==> src/rtl/cfg_seq_pkg.sv <==
package cfg_seq_pkg;
  localparam int PH_W = 4;

  typedef enum logic [PH_W-1:0] {
    PH_WAIT_ID  = 4'd0,
    PH_ID_OK    = 4'd1,
    PH_WDOG_OFF = 4'd2,
    PH_SU_SET   = 4'd3,
    PH_HIZ      = 4'd4,
    PH_ADDR     = 4'd5,
    PH_WRITE    = 4'd6,
    PH_FF_ACT   = 4'd7,
    PH_IC_ON    = 4'd8,
    PH_ARMED    = 4'd9,
    PH_DONE     = 4'd10
  } phase_e;

  localparam int REG_CMD    = 0;
  localparam int REG_IDENT  = 1;
  localparam int REG_WDOG   = 2;
  localparam int REG_SUCFG  = 3;
  localparam int REG_FADDR  = 4;
  localparam int REG_FDATA  = 5;
  localparam int REG_CRCCHK = 6;

  localparam logic [3:0] CMD_RCRC   = 4'd1;
  localparam logic [3:0] CMD_WCFG   = 4'd2;
  localparam logic [3:0] CMD_HIZ    = 4'd3;
  localparam logic [3:0] CMD_ACTFF  = 4'd4;
  localparam logic [3:0] CMD_ICON   = 4'd5;
  localparam logic [3:0] CMD_ARM    = 4'd6;
  localparam logic [3:0] CMD_DESYNC = 4'd7;
  localparam logic [3:0] CMD_RERR   = 4'd8;

  typedef struct packed {
    logic       cmd;
    logic [3:0] code;
    logic       ident;
    logic       wdog;
    logic       sucfg;
    logic       faddr;
    logic       fdata;
    logic       crcchk;
  } wr_dec_t;
endpackage

==> src/rtl/cfg_crc_acc.sv <==
module cfg_crc_acc #(
  parameter int          ADDR_W = 4,
  parameter int          DATA_W = 32,
  parameter int          CRC_W  = 32,
  parameter logic [31:0] POLY   = 32'h04C1_1DB7
) (
  input  logic              clk,
  input  logic              rst,
  input  logic              wr_en,
  input  logic [ADDR_W-1:0] wr_addr,
  input  logic [DATA_W-1:0] wr_data,
  input  logic              is_chk,
  input  logic              is_clr,
  output logic              crc_bad
);
  localparam int MSG_W = ADDR_W + DATA_W;

  logic [CRC_W-1:0] crc_q, crc_nx;
  logic [MSG_W-1:0] msg;

  assign msg = {wr_addr, wr_data};

  always_comb begin
    crc_nx = crc_q;
    for (int i = MSG_W - 1; i >= 0; i--) begin
      if (crc_nx[CRC_W-1] ^ msg[i])
        crc_nx = {crc_nx[CRC_W-2:0], 1'b0} ^ POLY[CRC_W-1:0];
      else
        crc_nx = {crc_nx[CRC_W-2:0], 1'b0};
    end
  end

  assign crc_bad = wr_en && is_chk && (wr_data[CRC_W-1:0] != crc_q);

  always_ff @(posedge clk) begin
    if (rst) crc_q <= '0;
    else if (wr_en) begin
      if (is_chk || is_clr) crc_q <= '0;
      else                  crc_q <= crc_nx;
    end
  end
endmodule

==> src/rtl/cfg_err_flags.sv <==
module cfg_err_flags (
  input  logic clk,
  input  logic rst,
  input  logic set_id,
  input  logic set_crc,
  input  logic set_order,
  input  logic clr,
  output logic err_id,
  output logic err_crc,
  output logic err_order
);
  always_ff @(posedge clk) begin
    if (rst || clr) begin
      err_id    <= 1'b0;
      err_crc   <= 1'b0;
      err_order <= 1'b0;
    end else begin
      err_id    <= err_id    | set_id;
      err_crc   <= err_crc   | set_crc;
      err_order <= err_order | set_order;
    end
  end
endmodule

==> src/rtl/cfg_phase_fsm.sv <==
module cfg_phase_fsm
  import cfg_seq_pkg::*;
#(
  parameter int          DATA_W = 32,
  parameter logic [31:0] DEV_ID = 32'h3A5C_0093
) (
  input  logic              clk,
  input  logic              rst,
  input  logic              wr_en,
  input  wr_dec_t           dec,
  input  logic [DATA_W-1:0] wr_data,
  input  logic              blocked,
  output phase_e            phase,
  output logic              frame_we,
  output logic [DATA_W-1:0] frame_addr,
  output logic [DATA_W-1:0] frame_data,
  output logic              ic_hiz,
  output logic              ff_strobe,
  output logic              su_arm,
  output logic              su_run,
  output logic              id_bad,
  output logic              order_bad
);
  logic c_hiz, c_wcfg, c_actff, c_icon, c_arm, c_desync;

  assign c_hiz    = wr_en && dec.cmd && dec.code == CMD_HIZ;
  assign c_wcfg   = wr_en && dec.cmd && dec.code == CMD_WCFG;
  assign c_actff  = wr_en && dec.cmd && dec.code == CMD_ACTFF;
  assign c_icon   = wr_en && dec.cmd && dec.code == CMD_ICON;
  assign c_arm    = wr_en && dec.cmd && dec.code == CMD_ARM;
  assign c_desync = wr_en && dec.cmd && dec.code == CMD_DESYNC;

  assign id_bad    = wr_en && dec.ident && phase == PH_WAIT_ID
                     && wr_data != DEV_ID[DATA_W-1:0];
  assign order_bad = wr_en && dec.fdata && phase != PH_WRITE;

  always_ff @(posedge clk) begin
    if (rst) begin
      phase      <= PH_WAIT_ID;
      frame_we   <= 1'b0;
      frame_addr <= '0;
      frame_data <= '0;
      ic_hiz     <= 1'b0;
      ff_strobe  <= 1'b0;
      su_arm     <= 1'b0;
      su_run     <= 1'b0;
    end else begin
      frame_we  <= 1'b0;
      ff_strobe <= 1'b0;
      su_run    <= 1'b0;
      unique case (phase)
        PH_WAIT_ID:
          if (wr_en && dec.ident && wr_data == DEV_ID[DATA_W-1:0])
            phase <= PH_ID_OK;
        PH_ID_OK:
          if (wr_en && dec.wdog && !wr_data[0]) phase <= PH_WDOG_OFF;
        PH_WDOG_OFF:
          if (wr_en && dec.sucfg) phase <= PH_SU_SET;
        PH_SU_SET:
          if (c_hiz) begin
            phase  <= PH_HIZ;
            ic_hiz <= 1'b1;
          end
        PH_HIZ, PH_ADDR:
          if (wr_en && dec.faddr) begin
            phase      <= PH_ADDR;
            frame_addr <= wr_data;
          end else if (c_wcfg && phase == PH_ADDR) begin
            phase <= PH_WRITE;
          end
        PH_WRITE:
          if (wr_en && dec.fdata && !blocked) begin
            frame_we   <= 1'b1;
            frame_data <= wr_data;
          end else if (c_actff) begin
            phase     <= PH_FF_ACT;
            ff_strobe <= 1'b1;
          end
        PH_FF_ACT:
          if (c_icon) begin
            phase  <= PH_IC_ON;
            ic_hiz <= 1'b0;
          end
        PH_IC_ON:
          if (c_arm) begin
            phase  <= PH_ARMED;
            su_arm <= 1'b1;
          end
        PH_ARMED:
          if (c_desync) begin
            phase  <= PH_DONE;
            su_run <= 1'b1;
          end
        default: ;
      endcase
    end
  end
endmodule

==> src/rtl/cfg_seq_ctrl.sv <==
module cfg_seq_ctrl
  import cfg_seq_pkg::*;
#(
  parameter int          ADDR_W = 4,
  parameter logic [31:0] DEV_ID = 32'h3A5C_0093
) (
  input  logic              clk,
  input  logic              rst,
  input  logic              wr_en,
  input  logic [ADDR_W-1:0] wr_addr,
  input  logic [31:0]       wr_data,
  output logic [8:0]        status,
  output logic              frame_we,
  output logic [31:0]       frame_addr,
  output logic [31:0]       frame_data,
  output logic              ic_hiz,
  output logic              ff_strobe,
  output logic              su_arm,
  output logic              su_run,
  output logic              err_id,
  output logic              err_crc,
  output logic              err_order
);
  localparam int DATA_W = 32;

  wr_dec_t dec;
  phase_e  phase;
  logic    crc_bad, id_bad, order_bad;

  always_comb begin
    dec.cmd    = wr_addr == ADDR_W'(REG_CMD);
    dec.code   = wr_data[3:0];
    dec.ident  = wr_addr == ADDR_W'(REG_IDENT);
    dec.wdog   = wr_addr == ADDR_W'(REG_WDOG);
    dec.sucfg  = wr_addr == ADDR_W'(REG_SUCFG);
    dec.faddr  = wr_addr == ADDR_W'(REG_FADDR);
    dec.fdata  = wr_addr == ADDR_W'(REG_FDATA);
    dec.crcchk = wr_addr == ADDR_W'(REG_CRCCHK);
  end

  cfg_crc_acc #(.ADDR_W(ADDR_W), .DATA_W(DATA_W)) u_crc (
    .clk     (clk),
    .rst     (rst),
    .wr_en   (wr_en),
    .wr_addr (wr_addr),
    .wr_data (wr_data),
    .is_chk  (dec.crcchk),
    .is_clr  (dec.cmd && dec.code == CMD_RCRC),
    .crc_bad (crc_bad)
  );

  cfg_err_flags u_err (
    .clk       (clk),
    .rst       (rst),
    .set_id    (id_bad),
    .set_crc   (crc_bad),
    .set_order (order_bad),
    .clr       (wr_en && dec.cmd && dec.code == CMD_RERR),
    .err_id    (err_id),
    .err_crc   (err_crc),
    .err_order (err_order)
  );

  cfg_phase_fsm #(.DATA_W(DATA_W), .DEV_ID(DEV_ID)) u_fsm (
    .clk        (clk),
    .rst        (rst),
    .wr_en      (wr_en),
    .dec        (dec),
    .wr_data    (wr_data),
    .blocked    (err_id || err_crc),
    .phase      (phase),
    .frame_we   (frame_we),
    .frame_addr (frame_addr),
    .frame_data (frame_data),
    .ic_hiz     (ic_hiz),
    .ff_strobe  (ff_strobe),
    .su_arm     (su_arm),
    .su_run     (su_run),
    .id_bad     (id_bad),
    .order_bad  (order_bad)
  );

  assign status = {err_order, err_crc, err_id, su_arm, ic_hiz, phase};
endmodule

==> config.mk <==
export PLATFORM = sky130hd
export DESIGN_NAME = cfg_seq_ctrl
export DESIGN_NICKNAME = d
export VERILOG_FILES = /design/src/rtl/cfg_seq_pkg.sv /design/src/rtl/cfg_crc_acc.sv /design/src/rtl/cfg_err_flags.sv /design/src/rtl/cfg_phase_fsm.sv /design/src/rtl/cfg_seq_ctrl.sv
export SDC_FILE = /design/constraint.sdc
export NUM_CORES = 1
export LEC_CHECK = 0
export ABC_CLOCK_PERIOD_IN_PS = 9900
export BUFFER_PORTS_ARGS = -buffer_cell sky130_fd_sc_hd__buf_2
export CORE_MARGIN = 2
export CORE_UTILIZATION = 60
export CTS_CLUSTER_DIAMETER = 50
export DETAILED_ROUTE_END_ITERATION = 10
export HOLD_SLACK_MARGIN = 0.08
export PLACE_DENSITY = 0.83
export SLEW_MARGIN = 20
export SYNTH_ARGS = -nofsm -noshare
export SYNTH_HDL_FRONTEND = slang
export SYNTH_SLANG_ARGS = --single-unit
==> constraint.sdc <==
create_clock -name clk -period 9.9 [get_ports clk]
set_input_delay 0.495 -clock clk [delete_from_list [all_inputs] [get_ports clk]]
set_output_delay 0.495 -clock clk [all_outputs]
set_load 0.05 [all_outputs]
==> results of run 1 <==
## registers in the layout, indices dropped and copies added (netlist names), 4 cells and up
register          count
u_crc.crc_q          32
u_fsm.frame_data     32
u_fsm.frame_addr     32
u_fsm.phase           4
## cells by family after synthesis
kind of cell / synth area share
buf+inv: 0.0250
compound gates: 0.0855
simple gates: 0.138
flops: 0.268
xor+xnor: 0.484
## stage by stage
stage | worst slack (ns) | std cells
5_1_grt | 5.00 | 1122
3_3_place_gp | 5.16 | 1106
4_1_cts | 5.21 | 1122
2_1_floorplan | 5.68 | 848
6_report | 5.20 | 1122
3_5_place_dp | 5.11 | 1106
## worst paths after layout
check	start	to	cells after the start
setup reg to reg	u_crc.crc_q[30]$_SDFFE_PP0P_	u_crc.crc_q[3]$_SDFFE_PP0P_	10
hold / removal	wr_data[7]	u_fsm.frame_addr[7]$_SDFFE_PP0P_	3
setup / recovery	u_crc.crc_q[30]$_SDFFE_PP0P_	u_crc.crc_q[3]$_SDFFE_PP0P_	10
hold reg to reg	u_fsm.frame_addr[26]$_SDFFE_PP0P_	u_fsm.frame_addr[26]$_SDFFE_PP0P_	2
## Yosys cell counts (5+ instances only)
master	n
a22o_1	8
nor2b_1	11
clkbuf_1	33
xnor3_1	42
xor3_2	5
a21oi_1	79
xor3_1	6
nor2_1	30
nor3_1	10
buf_4	6
dfxtp_1	108
xor2_4	5
xnor2_2	11
nand4_1	10
nand2_1	159
o21ai_0	14
xor2_1	49
nor4_1	6
nand3_1	7
xnor2_1	188
xnor3_2	5
## routing by layer
layer	vias up	part of all wire
met4	0	0.025
met2	317	0.48
met3	37	0.087
met5	-	0
met1	3058	0.41
li1	2989	-
## final cells by class
| cell class | instances | area, um^2 | share of cell area |
|---|---|---|---|
| multi-input combinational | 693 | 5710 | 0.631 |
| sequential | 108 | 2160 | 0.239 |
| timing repair buffer | 125 | 641 | 0.0708 |
| clock buffer | 9 | 225 | 0.0249 |
| tap | 176 | 220 | 0.0243 |
| clock inverter | 7 | 78.8 | 0.00871 |
| inverter | 4 | 15.0 | 0.00166 |
## worst max-delay path, cell delays in order, from the launching register on
cell and delay [ns]:
dfxtp_1 0.57, xor2_4 0.21, xnor2_1 0.73, xnor3_2 0.54
xor2_1 0.61, xor3_1 0.55, xnor3_1 0.42, xor3_2 0.32
xor2_4 0.28, xnor2_1 0.19, o21ai_0 0.13
==> results by group, run 1 <==
Die
  – Die Ht: around 120 um
  – Starting Density: 0.611
  – Die X-Extent: about 120 um
  – Die area: approximately 14,000 um^2
  – # IOs: 120
  – Core area: 13,200 um^2
  – Row count: 42

Global route
  – First-pass GRT wire length: roughly 34 mm
  – Initial antenna violation count: 0
  – GRT Max-Usage Layer: met2
  – Grt met1 use: 0.418
  – GR met3 Demand/Resource: 0.0575
  – GRT Overall Usage: 0.314
  – Largest net degree at the start of global routing: 86
  – GRT overflow: 0
  – Via count of the first global-routing pass: ~6,000
  – Met2 Resource Use GR: 0.522

Run
  – Max cap viols: 0

Route
  – Routed wire per std cell: ~20 um
  – Vias: around 6,400
  – ANT nets after route: 0
  – # DRC: 0
  – Initial DRT Pass Iterations: 5
  – Detailed Route Iter0 Violations: roughly 680
  – Routed wire length: 22.4 mm
  – Vias per cell: approximately 5.7

Logic synthesis
  – Yosys warns: 0
  – Synth cell types: between 40 and 50
  – Gate Count Post-Synth: ~850
  – Area share of the largest cell type after synthesis: 0.268
  – Syn Area/Cell: 9.51 um^2
  – Cell taking the most area after synthesis: dfxtp_1
  – Flops & latches, synth: roughly 110
  – Ranking of synthesized cells by area: dfxtp_1, xnor2_1, xnor3_1
  – Syn nets: between 800 and 900
  – Post-Syn Area: 8070 um^2
  – Sequential area share after synthesis: 0.268
  – EDFF count, synth: 0
  – Fraction of registers with async set/reset: 0
  – Prevailing post-synth register cell: dfxtp_1

Critical path
  – Crit Path Class: flop to flop
  – Crit path arrival time: roughly 4.9 ns
  – CP startpoint kind: flop
  – Req. time, crit path: around 10 ns
  – Crit end category: flop
  – Highest fanout seen on the critical path: 7
  – R2R Setup Slk: ~5.2 ns

CTS
  – CTS tree: built
  – Clk sinks: 108
  – CTS root buffer: clkbuf_16
  – Later-pin clock latency in the skew report: ~0.36 ns
  – Cts bufs inserted: 9
  – Bufs on Longest Clock Path: 2
  – CTS resizes: 0
  – Post-CTS Setup Bufs: 0
  – Clock transition at the registers of the reported paths: about 0.090 ns
  – Hold Buf Count CTS: 0
  – H-tree Lvls: 3

Timing
  – Worst hold-check slack: approximately 0.43 ns
  – Worst slew pin tran: between 0.9 and 1 ns
  – Pins Over Slew Limit: 0
  – Slew HR: 0.398
  – Minimum clock period: roughly 4.7 ns
  – Unrepaired setup endpoints after global routing: false
  – Final period util: 0.474
  – Setup tns final: 0 ns
  – Fin. Hold Viols: 0
  – Fmax: roughly 0.21 GHz
  – Final Skew: between 0.01 and 0.015 ns
  – Final Setup Violations: 0

Placed design
  – Dpl hpwl: about 17 mm
  – Placed inst area: 8750 um^2
  – Final Wtd Congestion: 0.970
  – I/O Buffers: between 100 and 150

Finish
  – Syn-to-layout area delta: 12.3%
  – Antenna cells: 0
  – Final Cell Area: around 9100 um^2
  – Most frequent cells in the layout: xnor2_1, nand2_1, buf_2, dfxtp_1, a21oi_1
  – Finished Core Util: 0.686
  – Layout cells sized above 1: 0.192
  – Commonest non-fill, non-tap cell in the layout: xnor2_1
  – Fill count: around 1,000
  – Fin nets: 980

Min path
  – Min-delay worst type: primary input to flop

Status
  – Status: completed
Power of run 1 is not shown: default switching activity piles up to over one toggle a cycle in this logic, so the estimate is an artifact.
==> inputs of run 2 (changes only) <==
--- a/config.mk
+++ b/config.mk
@@ -5,14 +5,14 @@
 export SDC_FILE = /design/constraint.sdc
 export NUM_CORES = 1
 export LEC_CHECK = 0
-export ABC_CLOCK_PERIOD_IN_PS = 9900
+export ABC_CLOCK_PERIOD_IN_PS = 4300
 export BUFFER_PORTS_ARGS = -buffer_cell sky130_fd_sc_hd__buf_2
 export CORE_MARGIN = 2
-export CORE_UTILIZATION = 60
+export CORE_UTILIZATION = 53
 export CTS_CLUSTER_DIAMETER = 50
 export DETAILED_ROUTE_END_ITERATION = 10
 export HOLD_SLACK_MARGIN = 0.08
-export PLACE_DENSITY = 0.83
+export PLACE_DENSITY = 0.78
 export SLEW_MARGIN = 20
 export SYNTH_ARGS = -nofsm -noshare
 export SYNTH_HDL_FRONTEND = slang
==> constraint.sdc (replaced) <==
create_clock -name clk -period 4.3 [get_ports clk]
set_input_delay 0.215 -clock clk [delete_from_list [all_inputs] [get_ports clk]]
set_output_delay 0.215 -clock clk [all_outputs]
set_load 0.05 [all_outputs]
==> run 2 against run 1 <==
Non-clock buffer count rose by 33. Maximum frequency rose by 13%. Flip-flop and latch count did not move. Critical endpoint is now u_crc.crc_q[14]$_SDFFE_PP0P_. Sequential share of layout area fell by 0.74 points. Core utilization fell by 6.5 points. Die area rose by 13%. Register-to-register slack got worse by 5.1 ns. Critical path depth fell by 1. Clock-buffer cell count did not move. First-iteration DRC count rose by 13%. Global-route usage fell by 2.9 points. Final area rose by 3.2%.
==> results by group, run 2 (synthesis gave the netlist of run 1 again) <==
CTS
  – H-tree Lvls: 3 (unchanged)
  – Bufs on Longest Clock Path: 2 (unchanged)
  – Later-pin clock latency in the skew report: 0.36 ns (about the same)
  – CTS root buffer: clkbuf_16
  – Clock transition at the registers of the reported paths: 0.09 ns (about the same)
  – Clk sinks: 108 (unchanged)
  – Cts bufs inserted: 9 (unchanged)
  – Hold Buf Count CTS: 0 (unchanged)
  – CTS tree: built

Global route
  – GRT Overall Usage: 0.285 (-0.0294)
  – Initial antenna violation count: 0 (unchanged)
  – Via count of the first global-routing pass: 6,139 (+2.5%)
  – GRT overflow: 0 (unchanged)
  – First-pass GRT wire length: 35.2 mm (+2.0%)
  – Largest net degree at the start of global routing: 51 (-41%)

Timing
  – Unrepaired setup endpoints after global routing: false
  – Slew HR: 0.481 (+0.0830)
  – Fmax: 0.241 GHz (+13%)
  – Final Skew: 0.0148 ns (+0.00302 ns)
  – Fin. Hold Viols: 0 (unchanged)
  – Pins Over Slew Limit: 0 (unchanged)
  – Minimum clock period: 4.15 ns (-0.547 ns)
  – Worst slew pin tran: 0.776 ns (-0.126 ns)
  – Final Setup Violations: 0 (unchanged)
  – Setup tns final: 0 ns (unchanged)
  – Final period util: 0.965 (+0.491)
  – Setup WS post-layout: 0.150 ns (-5.05 ns)

Status
  – Status: completed

Critical path
  – Highest fanout seen on the critical path: 5 (-2)
  – Register-to-Register Path Depth: 9 (-1)
  – Crit Path Class: flop to flop
  – CP startpoint kind: flop
  – Crit end category: flop
  – Req. time, crit path: 4.54 ns (-5.58 ns)
  – Crit path arrival time: 4.39 ns (-0.52 ns)

Finish
  – Commonest non-fill, non-tap cell in the layout: xnor2_1
  – Syn-to-layout area delta: 15.9%
  – Fin cells: 1,167 (+4.0%)
  – Layout cells sized above 1: 0.226 (+0.0334)
  – Antenna cells: 0 (unchanged)
  – Fin nets: 1,013 (+3.4%)
  – Final Cell Area: 9350 um^2 (+3.2%)
  – Most frequent cells in the layout: xnor2_1, nand2_1, buf_2, dfxtp_1, a21oi_1
  – Top flop regs: u_crc.crc_q (32), u_fsm.frame_addr (32), u_fsm.frame_data (32)

Placed design
  – I/O Buffers: 119 (unchanged)
  – Placed Cells: 1,148 (+3.8%)
  – Place WS: 0.126 ns (-4.98 ns)
  – Dpl hpwl: 18.1 mm (+5.8%)
  – Placed inst area: 8990 um^2 (+2.7%)
  – Final Wtd Congestion: 0.989 (+2.0%)

Die
  – Starting Density: 0.536 (-0.0750)
  – # IOs: 120 (unchanged)
  – Die area: 16,200 um^2 (+13%)
  – Die X-Extent: 127 um (+6.2%)
  – Die Ht: 127 um (+6.2%)
  – Core area: 15,000 um^2 (+14%)
  – Row count: 45 (+7.1%)

Route
  – # DRC: 0 (unchanged)
  – Detailed Route Iter0 Violations: 769 (+13%)
  – Routed wire per std cell: 20.2 um (+0.97%)
  – Vias per cell: 5.69 (-0.18%)
  – Vias: 6,646 (+3.8%)
  – ANT nets after route: 0 (unchanged)
  – Routed wire length: 23.6 mm (+5.0%)
  – Initial DRT Pass Iterations: 7 (+2)

Min path
  – Min-Delay Path Depth: 3 (unchanged)
  – Min-delay worst type: primary input to flop

Run
  – Max cap viols: 0 (unchanged)
## run 2: cell types whose count changed in the layout (fill, tap and decap cells not counted), sizes merged
cell / delta
buf: +33
clkinv: -1
inv: +1
## run 2: through the flow
stage               hold WS, ns  utilization
global route              0.154        0.622
finish                    0.152        0.622
global placement          0.438        0.598
detailed placement        0.444        0.598
CTS                       0.147        0.619
floorplan                 0.351            -
## run 2: timing repair
item / in CTS / in global routing
resized for setup: 1 / 6
pin swaps: 0 / 2
buffers inserted: 0 / 3
endpoints found under the setup margin: 1 / 7
## run 2: cell type report
cell class,instances,area (um^2)
multi-input cells,693,5740
fillers,1232,5690
repair buffers,158,888
inverters,4,15.0
flip-flops and latches,108,2160
clock buffers,9,225
clock inverters,7,78.8
well taps,188,235
## run 2: critical path: stages (launching register included)
cell and delay, ns:
dfxtp_1 0.42, xor2_1 0.20, xnor3_1 0.56, xor3_1 0.52, xnor2_2 0.34, xnor3_1 0.51
xnor2_2 0.24, xnor3_1 0.58, xnor3_1 0.41, a22o_1 0.23
## run 2: metal layers
metal	wire length [um]	track usage
met1	9710	0.388
met2	11200	0.465
met3	2090	0.0503
met4	621	0.0866
met5	0	0
## run 2: worst paths after layout
| path | startpoint | end | slack, ns |
|---|---|---|---|
| setup / recovery | u_crc.crc_q[31]$_SDFFE_PP0P_ | u_crc.crc_q[14]$_SDFFE_PP0P_ | 0.15 |
| hold reg to reg | u_fsm.frame_addr[27]$_SDFFE_PP0P_ | u_fsm.frame_addr[27]$_SDFFE_PP0P_ | 0.45 |
| hold / removal | wr_data[17] | u_fsm.frame_addr[17]$_SDFFE_PP0P_ | 0.15 |
| setup reg to reg | u_crc.crc_q[31]$_SDFFE_PP0P_ | u_crc.crc_q[14]$_SDFFE_PP0P_ | 0.15 |
Power of run 2 is left out for the same reason.
